`src/rtl/addr_win_pkg.sv`:
```
package addr_win_pkg;
  localparam int ADDR_W = 32;
  localparam int LOC_W  = 28;

  typedef struct packed {
    logic              en;
    logic              io;
    logic [ADDR_W-1:0] mask;   // effective decode mask, top bits forced
    logic [LOC_W-1:0]  remap;
  } win_cfg_t;
endpackage

```
`src/rtl/addr_win_cfg.sv`:
```
module addr_win_cfg
  import addr_win_pkg::*;
#(
  parameter bit                IS_ROM  = 1'b0,
  parameter int                MEM_LSB = 4,
  parameter int                IO_LSB  = 2,
  parameter int                ROM_LSB = 11,
  parameter logic [LOC_W-1:0]  RNG_RST = '0,
  parameter logic [LOC_W-1:0]  RMP_RST = '0
) (
  input  logic             clk_i,
  input  logic             rst_ni,
  input  logic             rng_we_i,
  input  logic             rmp_we_i,
  input  logic [LOC_W-1:0] wdata_i,
  output win_cfg_t         cfg_o
);
  localparam int TOP_W = ADDR_W - LOC_W;
  localparam int KEEP_LSB = IS_ROM ? ROM_LSB : IO_LSB;
  localparam int DEC_LSB  = IS_ROM ? ROM_LSB : MEM_LSB;
  localparam logic [LOC_W-1:0] KEEP     = {LOC_W{1'b1}} << KEEP_LSB;
  localparam logic [LOC_W-1:0] DEC_KEEP = {LOC_W{1'b1}} << DEC_LSB;

  logic [LOC_W-1:0] rng_q, rmp_q;
  logic             en_q, io_w;

  always_ff @(posedge clk_i or negedge rst_ni) begin
    if (!rst_ni) begin
      rng_q <= RNG_RST & KEEP;
      rmp_q <= RMP_RST & KEEP;
    end else begin
      if (rng_we_i) rng_q <= wdata_i & KEEP;
      if (rmp_we_i) rmp_q <= wdata_i & KEEP;
    end
  end

  generate
    if (IS_ROM) begin : g_rom
      always_ff @(posedge clk_i or negedge rst_ni) begin
        if (!rst_ni)       en_q <= 1'b0;
        else if (rng_we_i) en_q <= wdata_i[0];
      end
      assign io_w = 1'b0;
    end else begin : g_gen
      logic io_q;
      always_ff @(posedge clk_i or negedge rst_ni) begin
        if (!rst_ni) begin
          en_q <= 1'b0;
          io_q <= 1'b0;
        end else begin
          if (rmp_we_i) en_q <= wdata_i[0];
          if (rng_we_i) io_q <= wdata_i[0];
        end
      end
      assign io_w = io_q;
    end
  endgenerate

  assign cfg_o.en    = en_q;
  assign cfg_o.io    = io_w;
  assign cfg_o.mask  = {{TOP_W{1'b1}}, rng_q & (io_w ? KEEP : DEC_KEEP)};
  assign cfg_o.remap = rmp_q;
endmodule

```
`src/rtl/addr_win_match.sv`:
```
module addr_win_match
  import addr_win_pkg::*;
(
  input  logic [ADDR_W-1:0] addr_i,
  input  logic [ADDR_W-1:0] base_i,
  input  win_cfg_t          cfg_i,
  output logic              hit_o,
  output logic [LOC_W-1:0]  loc_o
);
  logic [LOC_W-1:0] low_mask;
  assign low_mask = cfg_i.mask[LOC_W-1:0];
  assign hit_o = cfg_i.en && (((addr_i ^ base_i) & cfg_i.mask) == '0);
  // substitute decoded bits with the local base, keep the offset
  assign loc_o = (addr_i[LOC_W-1:0] & ~low_mask) | (cfg_i.remap & low_mask);
endmodule

```
`src/rtl/addr_win_sel.sv`:
```
module addr_win_sel
  import addr_win_pkg::*;
#(
  parameter int NUM_WIN = 5
) (
  input  logic                            clk_i,
  input  logic                            rst_ni,
  input  logic                            strobe_i,
  input  logic [NUM_WIN-1:0]              hit_i,
  input  logic [NUM_WIN-1:0][LOC_W-1:0]   loc_i,
  input  logic [NUM_WIN-1:0]              io_i,
  output logic [NUM_WIN-1:0]              hit_o,
  output logic [LOC_W-1:0]                loc_o,
  output logic                            io_o
);
  logic [NUM_WIN-1:0] pick;
  logic [LOC_W-1:0]   loc_d;
  logic               io_d, found;

  // lowest index wins
  always_comb begin
    pick  = '0;
    loc_d = '0;
    io_d  = 1'b0;
    found = 1'b0;
    for (int k = 0; k < NUM_WIN; k++) begin
      if (!found && hit_i[k]) begin
        found   = 1'b1;
        pick[k] = 1'b1;
        loc_d   = loc_i[k];
        io_d    = io_i[k];
      end
    end
  end

  always_ff @(posedge clk_i or negedge rst_ni) begin
    if (!rst_ni) begin
      hit_o <= '0;
      loc_o <= '0;
      io_o  <= 1'b0;
    end else if (strobe_i) begin
      hit_o <= pick;
      loc_o <= loc_d;
      io_o  <= io_d;
    end else begin
      hit_o <= '0;
      loc_o <= '0;
      io_o  <= 1'b0;
    end
  end
endmodule

```
`src/rtl/addr_window_decoder.sv`:
```
module addr_window_decoder
  import addr_win_pkg::*;
#(
  parameter int               NUM_GEN = 4,
  parameter int               MEM_LSB = 4,
  parameter int               IO_LSB  = 2,
  parameter int               ROM_LSB = 11,
  parameter logic [LOC_W-1:0] ROM_RNG_RST = 28'hFFF_0000,
  parameter logic [LOC_W-1:0] ROM_RMP_RST = 28'h010_0000,
  localparam int              NUM_WIN = NUM_GEN + 1,
  localparam int              IDX_W   = $clog2(NUM_WIN),
  localparam int              SEL_W   = IDX_W + 1
) (
  input  logic                           clk_i,
  input  logic                           rst_ni,
  input  logic                           cfg_we_i,
  input  logic [SEL_W-1:0]               cfg_sel_i,
  input  logic [LOC_W-1:0]               cfg_wdata_i,
  input  logic [NUM_WIN-1:0][ADDR_W-1:0] bar_base_i,
  input  logic                           strobe_i,
  input  logic [ADDR_W-1:0]              addr_i,
  output logic [NUM_WIN-1:0]             hit_o,
  output logic [LOC_W-1:0]               loc_addr_o,
  output logic                           io_o
);
  win_cfg_t [NUM_WIN-1:0]            win_cfg;
  logic [NUM_WIN-1:0]                win_en, win_io, win_hit;
  logic [NUM_WIN-1:0][LOC_W-1:0]     win_loc;

  generate
    for (genvar k = 0; k < NUM_WIN; k++) begin : g_win
      logic sel_k, rng_we, rmp_we;
      assign sel_k  = cfg_we_i && (cfg_sel_i[IDX_W-1:0] == IDX_W'(k));
      assign rng_we = sel_k && !cfg_sel_i[SEL_W-1];
      assign rmp_we = sel_k &&  cfg_sel_i[SEL_W-1];

      addr_win_cfg #(
        .IS_ROM  (k == NUM_GEN),
        .MEM_LSB (MEM_LSB),
        .IO_LSB  (IO_LSB),
        .ROM_LSB (ROM_LSB),
        .RNG_RST ((k == NUM_GEN) ? ROM_RNG_RST : '0),
        .RMP_RST ((k == NUM_GEN) ? ROM_RMP_RST : '0)
      ) u_cfg (
        .clk_i    (clk_i),
        .rst_ni   (rst_ni),
        .rng_we_i (rng_we),
        .rmp_we_i (rmp_we),
        .wdata_i  (cfg_wdata_i),
        .cfg_o    (win_cfg[k])
      );

      addr_win_match u_match (
        .addr_i (addr_i),
        .base_i (bar_base_i[k]),
        .cfg_i  (win_cfg[k]),
        .hit_o  (win_hit[k]),
        .loc_o  (win_loc[k])
      );

      assign win_en[k] = win_cfg[k].en;
      assign win_io[k] = win_cfg[k].io;
    end
  endgenerate

  addr_win_sel #(.NUM_WIN(NUM_WIN)) u_sel (
    .clk_i    (clk_i),
    .rst_ni   (rst_ni),
    .strobe_i (strobe_i),
    .hit_i    (win_hit),
    .loc_i    (win_loc),
    .io_i     (win_io),
    .hit_o    (hit_o),
    .loc_o    (loc_addr_o),
    .io_o     (io_o)
  );
endmodule

```
`config.mk`:
```
export PLATFORM = sky130hd
export DESIGN_NAME = addr_window_decoder
export DESIGN_NICKNAME = d
export VERILOG_FILES = /design/src/rtl/addr_win_pkg.sv /design/src/rtl/addr_win_cfg.sv /design/src/rtl/addr_win_match.sv /design/src/rtl/addr_win_sel.sv /design/src/rtl/addr_window_decoder.sv
export SDC_FILE = /design/constraint.sdc
export NUM_CORES = 1
export LEC_CHECK = 0
export BUFFER_PORTS_ARGS = -buffer_cell sky130_fd_sc_hd__buf_2
export CAP_MARGIN = 10
export CORE_MARGIN = 2
export CORE_UTILIZATION = 60
export CTS_BUF_LIST = sky130_fd_sc_hd__clkbuf_4 sky130_fd_sc_hd__clkbuf_8
export DETAILED_ROUTE_END_ITERATION = 16
export PLACE_DENSITY = 0.83
export SYNTH_ARGS = -nofsm -noshare
export SYNTH_HDL_FRONTEND = slang
export SYNTH_HIERARCHICAL = 1
export SYNTH_SLANG_ARGS = --single-unit
```
`constraint.sdc`:
```
create_clock -name clk_i -period 3.1 [get_ports clk_i]
set_input_delay 0.93 -clock clk_i [delete_from_list [all_inputs] [get_ports clk_i]]
set_output_delay 0.93 -clock clk_i [all_outputs]
set_load 0.02 [all_outputs]
```
* Word-level counts from Yosys, hierarchy flattened *
Cells that the tools add are included.
W data, S select, Z words.

storage, ports and cells
  register bits after elaboration = 285
  bits of input ports = 228
  word-level logic and storage cells = 120
  output and inout port bits = 34

cells by class
  reduce and logical (&&, ||, !) cells = 35
  equality and inequality tests = 4
  bitwise logic cells = 34
  multiplexer cells = 25

operators with widths
  kind                  number
  $and A28 B28 Y28      14
  $mux W28              6
  $and A32 B32 Y32      5
  $logic_not A32 Y1     5
  $xor A32 B32 Y32      5
  $not A28 Y28          5
  $or A28 B28 Y28       5
  $logic_and A1 B1 Y1   24
  $mux W4               4
  $mux W1               14
  $eq A3 B2 Y1 const B  2
  $logic_not A1 Y1      5
  $mux W5               1
  $eq A3 B1 Y1 const B  1
  $eq A3 B3 Y1 const B  1
  $logic_not A3 Y1      1

* Depth between registers and ports, before layout *
  word-level depth = 19
  depth in mapped cells = 11
  mapped depth without buffers = 9

* By module *
The synthesis kept the hierarchy.

by module, submodules not included
  module                             seq. area each (µm²)  instances  area each (µm²)  cells each
  addr_win_cfg (g_win[0].u_cfg ...)  1351.3                4          2487.4           152
  addr_win_match                     0.0                   5          769.5            81
  addr_win_sel                       850.8                 1          2356.0           280
  addr_win_cfg (g_win[4].u_cfg)      892.1                 1          1641.6           104
  addr_window_decoder                0.0                   1          86.3             16

* Worst setup path before layout *
Ideal clock, no wire load.

  path kind = in2reg
  start point = input port addr_i[14]
  end point = register u_sel.loc_o[7]
  arrival = 2.942 ns
  buffers on the path = 1
  slack = 0.077 ns
  stages on the path = 10
  setup time = 0.082 ns
  cells stage by stage = xor2_1 a22o_1 a221oi_2 nand3_1 nor4_2 nor2b_4 buf_6 a211oi_1 a221o_1 a31oi_1

RTL lines
  item                     line                       RTL
  start: declaration       addr_window_decoder.sv:21  input logic [ADDR_W-1:0] addr_i,
  $xor A32 B32 Y32 (*)     addr_win_match.sv:12       assign hit_o = cfg_i.en && (((addr_i ^ base_i) & cfg_i.mask) == '0);
  $and A32 B32 Y32 (*)     addr_win_match.sv:12
  $logic_not A32 Y1 (*)    addr_win_match.sv:12
  $logic_and A1 B1 Y1 (*)  addr_win_match.sv:12
  net win_hit[2]           addr_window_decoder.sv:27  logic [NUM_WIN-1:0] win_en, win_io, win_hit;
  $logic_and A1 B1 Y1 (*)  addr_win_sel.sv:27         if (!found && hit_i[k]) begin
  $mux W1                  addr_win_sel.sv:27
  $logic_not A1 Y1         addr_win_sel.sv:27
  $logic_and A1 B1 Y1      addr_win_sel.sv:27
  $mux W1                  addr_win_sel.sv:27
  $logic_not A1 Y1         addr_win_sel.sv:27
  $logic_and A1 B1 Y1      addr_win_sel.sv:27
  $mux W28 (*)             addr_win_sel.sv:27
  $mux W28 (*)             addr_win_sel.sv:41         end else if (strobe_i) begin
  end signal: assignment   addr_win_sel.sv:43         loc_o <= loc_d;
  end: declaration         addr_win_sel.sv:13         output logic [LOC_W-1:0] loc_o,

The timed path passes the listed nets; every way through them passes the cells marked *.
A chain may end at the register's enable or synchronous reset.

* Worst setup path after layout *
  start point = input port addr_i[14]
  end point = register u_sel.loc_o[3]

The elaborated chain is that of the path after synthesis.

==> results.cfg <==
[grt]
grt_pass1_wl_microns = 71900
grtUsageTotal_pct = 30.3
antenna_found_initial = 2
grt_max_degree = 69
overflow = 0
first_global_vias = 12700

[timing]
slew_headroom_pct = 40.7
holdWs_ns = 0.292
fin_setup_tns_ns = 0
timing.final.crit_share_pct = 95.6
finalSetupViolCount = 0
finalHoldViolCount = 0
worst_pin_slew_ns = 0.890
maxClockFrequency_mhz = 338
fin_crit_ns = 2.96
rsz0062_at_grt = false
finClkSkew_ns = 0.0183
drv_slew = 0

[clock_tree]
cts.sinks = 285
hold_buffers = 0
clk_pin_slew_ns = 0.06
cts_setup_buffers = 0
numCtsBuffers = 48
clock_latency_ns = 0.59
cts_buffer_depth = 3
ctsRootBufferMaster = clkbuf_8
cts_htree_levels = 2
cts_tree = done
ctsResizeCount = 0

[detailed_routing]
wl_met2_microns = 21900
vias = 12100
drc = 0
dr.pass1.iters = 6
met1_length_microns = 19400
wl_met3_microns = 4270
detail_route.wl_per_cell_microns = 22.7
vias_per_cell = 5.84
totalWireLength_microns = 47200
antenna_left = 0
top_layer_used = met5
drt-initial-drc-count = 1270

[pwr]
powerDensity_mw_per_mm2 = 578
switching_power_mw = 3.25
p_clk_share_pct = 31.4
p_leak_nw = 9.37
peakVddDrop_mv = 0.299
seqPwrFrac_pct = 44.4
pwr-share-comb_pct = 24.2
sw_frac_of_total_pct = 28.1
internal-power_mw = 8.32

[placement]
gp_congestion = 0.926
placed_cells = 1985
hpwlAfterDp_microns = 32800
portBuffers = 260

[final_layout]
fin_util_pct = 67.9
fillers = 2070
layout-drive-gt1-share_pct = 52.3
syn2layout_area_growth_pct = 12.0
nets = 1873
final_cells = 2075

[yosys]
syn_area_sq_mm = 0.0179
synth_edf_count = 0
synth_area_leaders = dfrtp_1 (38%), mux2_4 (15%), mux2_2 (13%), xor2_1 (7.8%), buf_4 (7.0%)
yosysSeqAreaShare_pct = 40.0
synth.top_cell.area_share_pct = 38.1
synth_cell_types = 42
yosys_warnings = 6
yosysTopAreaCell = dfrtp_1
netlist_instances = 1413
yosys_register_bits = 285
avgSynthCellArea_sq_um = 12.7
synth_ff_type = dfrtp_1
async_flop_share_pct = 100

[floorplanning]
ios = 262
dieHeight_microns = 177
initial_core_util_pct = 60.7
die_x_microns = 177
fp.dieArea_sq_mm = 0.0312
design.core.area_sq_mm = 0.0295
rows = 63

[setup_path]
worstSetupPathType = in2reg
r2r_setup_slack_ns = 0.36
crit_required_ns = 3.55
cp-start-kind = input port
cp_max_fo = 9
end_kind = register
r2r-start = g_win[2].u_cfg/g_gen.io_q
crit_start = addr_i[14]
cp.arrival_ns = 3.41

[hold_path]
hold_class = in2async

[flow_run]
cap_violations = 0

[run_status]
status = finished clean
layout by cell type (no fill, tap or decap), drive strengths merged:
| cell type | count |
|---|---|
| nand4 | 10 |
| clkbuf | 83 |
| or3b | 1 |
| a31oi | 29 |
| nand2 | 65 |
| a222oi | 5 |
| buf | 357 |
| a22o | 15 |
| a211oi | 29 |
| diode | 1 |
| nor2b | 1 |
| and3b | 2 |
| clkinv | 4 |
| o21ai | 29 |
| and2 | 10 |
| a221oi | 15 |
| dfrtp | 272 |
| xor2 | 160 |
| clkinvlp | 2 |
| nor2 | 8 |
| nand3 | 10 |
| nand2b | 2 |
| and3 | 1 |
| nor3 | 4 |
| nand3b | 2 |
| dfstp | 13 |
| a221o | 29 |
| nor4 | 6 |
| a22oi | 40 |
| mux2 | 391 |
| conb | 59 |
| nor4b | 1 |
| inv | 29 |
cells by family after synthesis:
group / count (synthesis) / share of synthesized area, %
simple gates: 123 / 3.60
buf+inv: 253 / 11.5
xor+xnor: 160 / 7.84
mux: 391 / 28.4
compound gates: 191 / 8.45
flops: 285 / 40.0
other cells: 10 / 0.210
path summary, 6_finish.rpt:
kind / to / cells after the start
setup / recovery: u_sel/loc_o[3] / 12
hold / removal: g_win[3].u_cfg/rng_q[24] / 1
setup reg to reg: u_sel/loc_o[3] / 10
hold reg to reg: g_win[0].u_cfg/rng_q[3] / 1
max in group asynchronous: g_win[4].u_cfg/rng_q[27] / 2
min in group clk_i: g_win[0].u_cfg/rng_q[3] / 1
per-layer routing:
| layer | GRT usage (%) | vias up |
|---|---|---|
| met1 | 41.0 | 6007 |
| li1 | - | 5321 |
| met3 | 6.19 | 122 |
| met2 | 47.6 | 671 |
| met5 | 1.28 | - |
| met4 | 12.4 | 4 |
cell usage after synthesis, drive strengths merged (2+ instances only):
master,n
a22o,15
a31oi,29
and2,10
buf,213
conb,10
nand3b,2
a221o,29
nand3,10
a211oi,29
a221oi,15
nand4,10
nor2,8
o21ai,29
mux2,391
nand2b,2
and3b,2
inv,29
dfstp,13
a222oi,5
nand2,65
dfrtp,272
nor3,4
xor2,160
a22oi,40
clkbuf,9
nor4,6
sequential cells by signal, indices dropped and copies added (netlist names):
name,flops
u_sel/io_o,1
u_sel/loc_o,28
u_sel/hit_o,5
g_win.u_cfg/rmp_q,121
g_win.u_cfg/rng_q,121
g_win.u_cfg/g_gen.io_q,4
g_win.u_cfg/en_q,5
area by class of cell:
| class | instances | area [sq um] | area share [%] |
|---|---|---|---|
| Sequential cell | 285 | 7150 | 35.7 |
| Timing Repair Buffer | 357 | 2250 | 11.2 |
| Clock buffer | 83 | 1030 | 5.14 |
| Inverter | 29 | 109 | 0.544 |
| Multi-Input combinational cell | 924 | 8960 | 44.8 |
| Antenna cell | 1 | 2.50 | 0.0125 |
| Clock inverter | 6 | 35.0 | 0.175 |
| Tap cell | 390 | 488 | 2.44 |
worst max-delay path, cell delays in order:
cell and delay, ns:
buf_2 0.17, xor2_1 0.18, a22o_1 0.25, a221oi_2 0.22
nand3_1 0.25, nor4_4 0.38, buf_4 0.18, nor2_1 0.07
nor3_4 0.22, buf_4 0.26, a221o_1 0.20, a31oi_1 0.09
through the flow:
| stage | area (sq um) | power (mW) | setup slack [ns] |
|---|---|---|---|
| finish | 20000 | 11.6 | 0.138 |
| global route | 20000 | 12.0 | 0.0759 |
| CTS | 20000 | 11.6 | 0.224 |
| detailed placement | 19000 | 7.91 | -0.372 |
| global placement | 19000 | 7.77 | -0.339 |
| floorplan | 18100 | 7.39 | 0.0766 |
power groups by stage:
stage / clock network [mW] / logic, mW / registers (mW)
detailed placement: 0 / 2.76 / 5.16
CTS: 3.67 / 2.78 / 5.11
global placement: 0 / 2.67 / 5.10
floorplan: 0 / 2.51 / 4.88
global route: 3.84 / 2.97 / 5.22
finish: 3.64 / 2.80 / 5.14
Note: power is estimated with default switching activity, not from simulation.
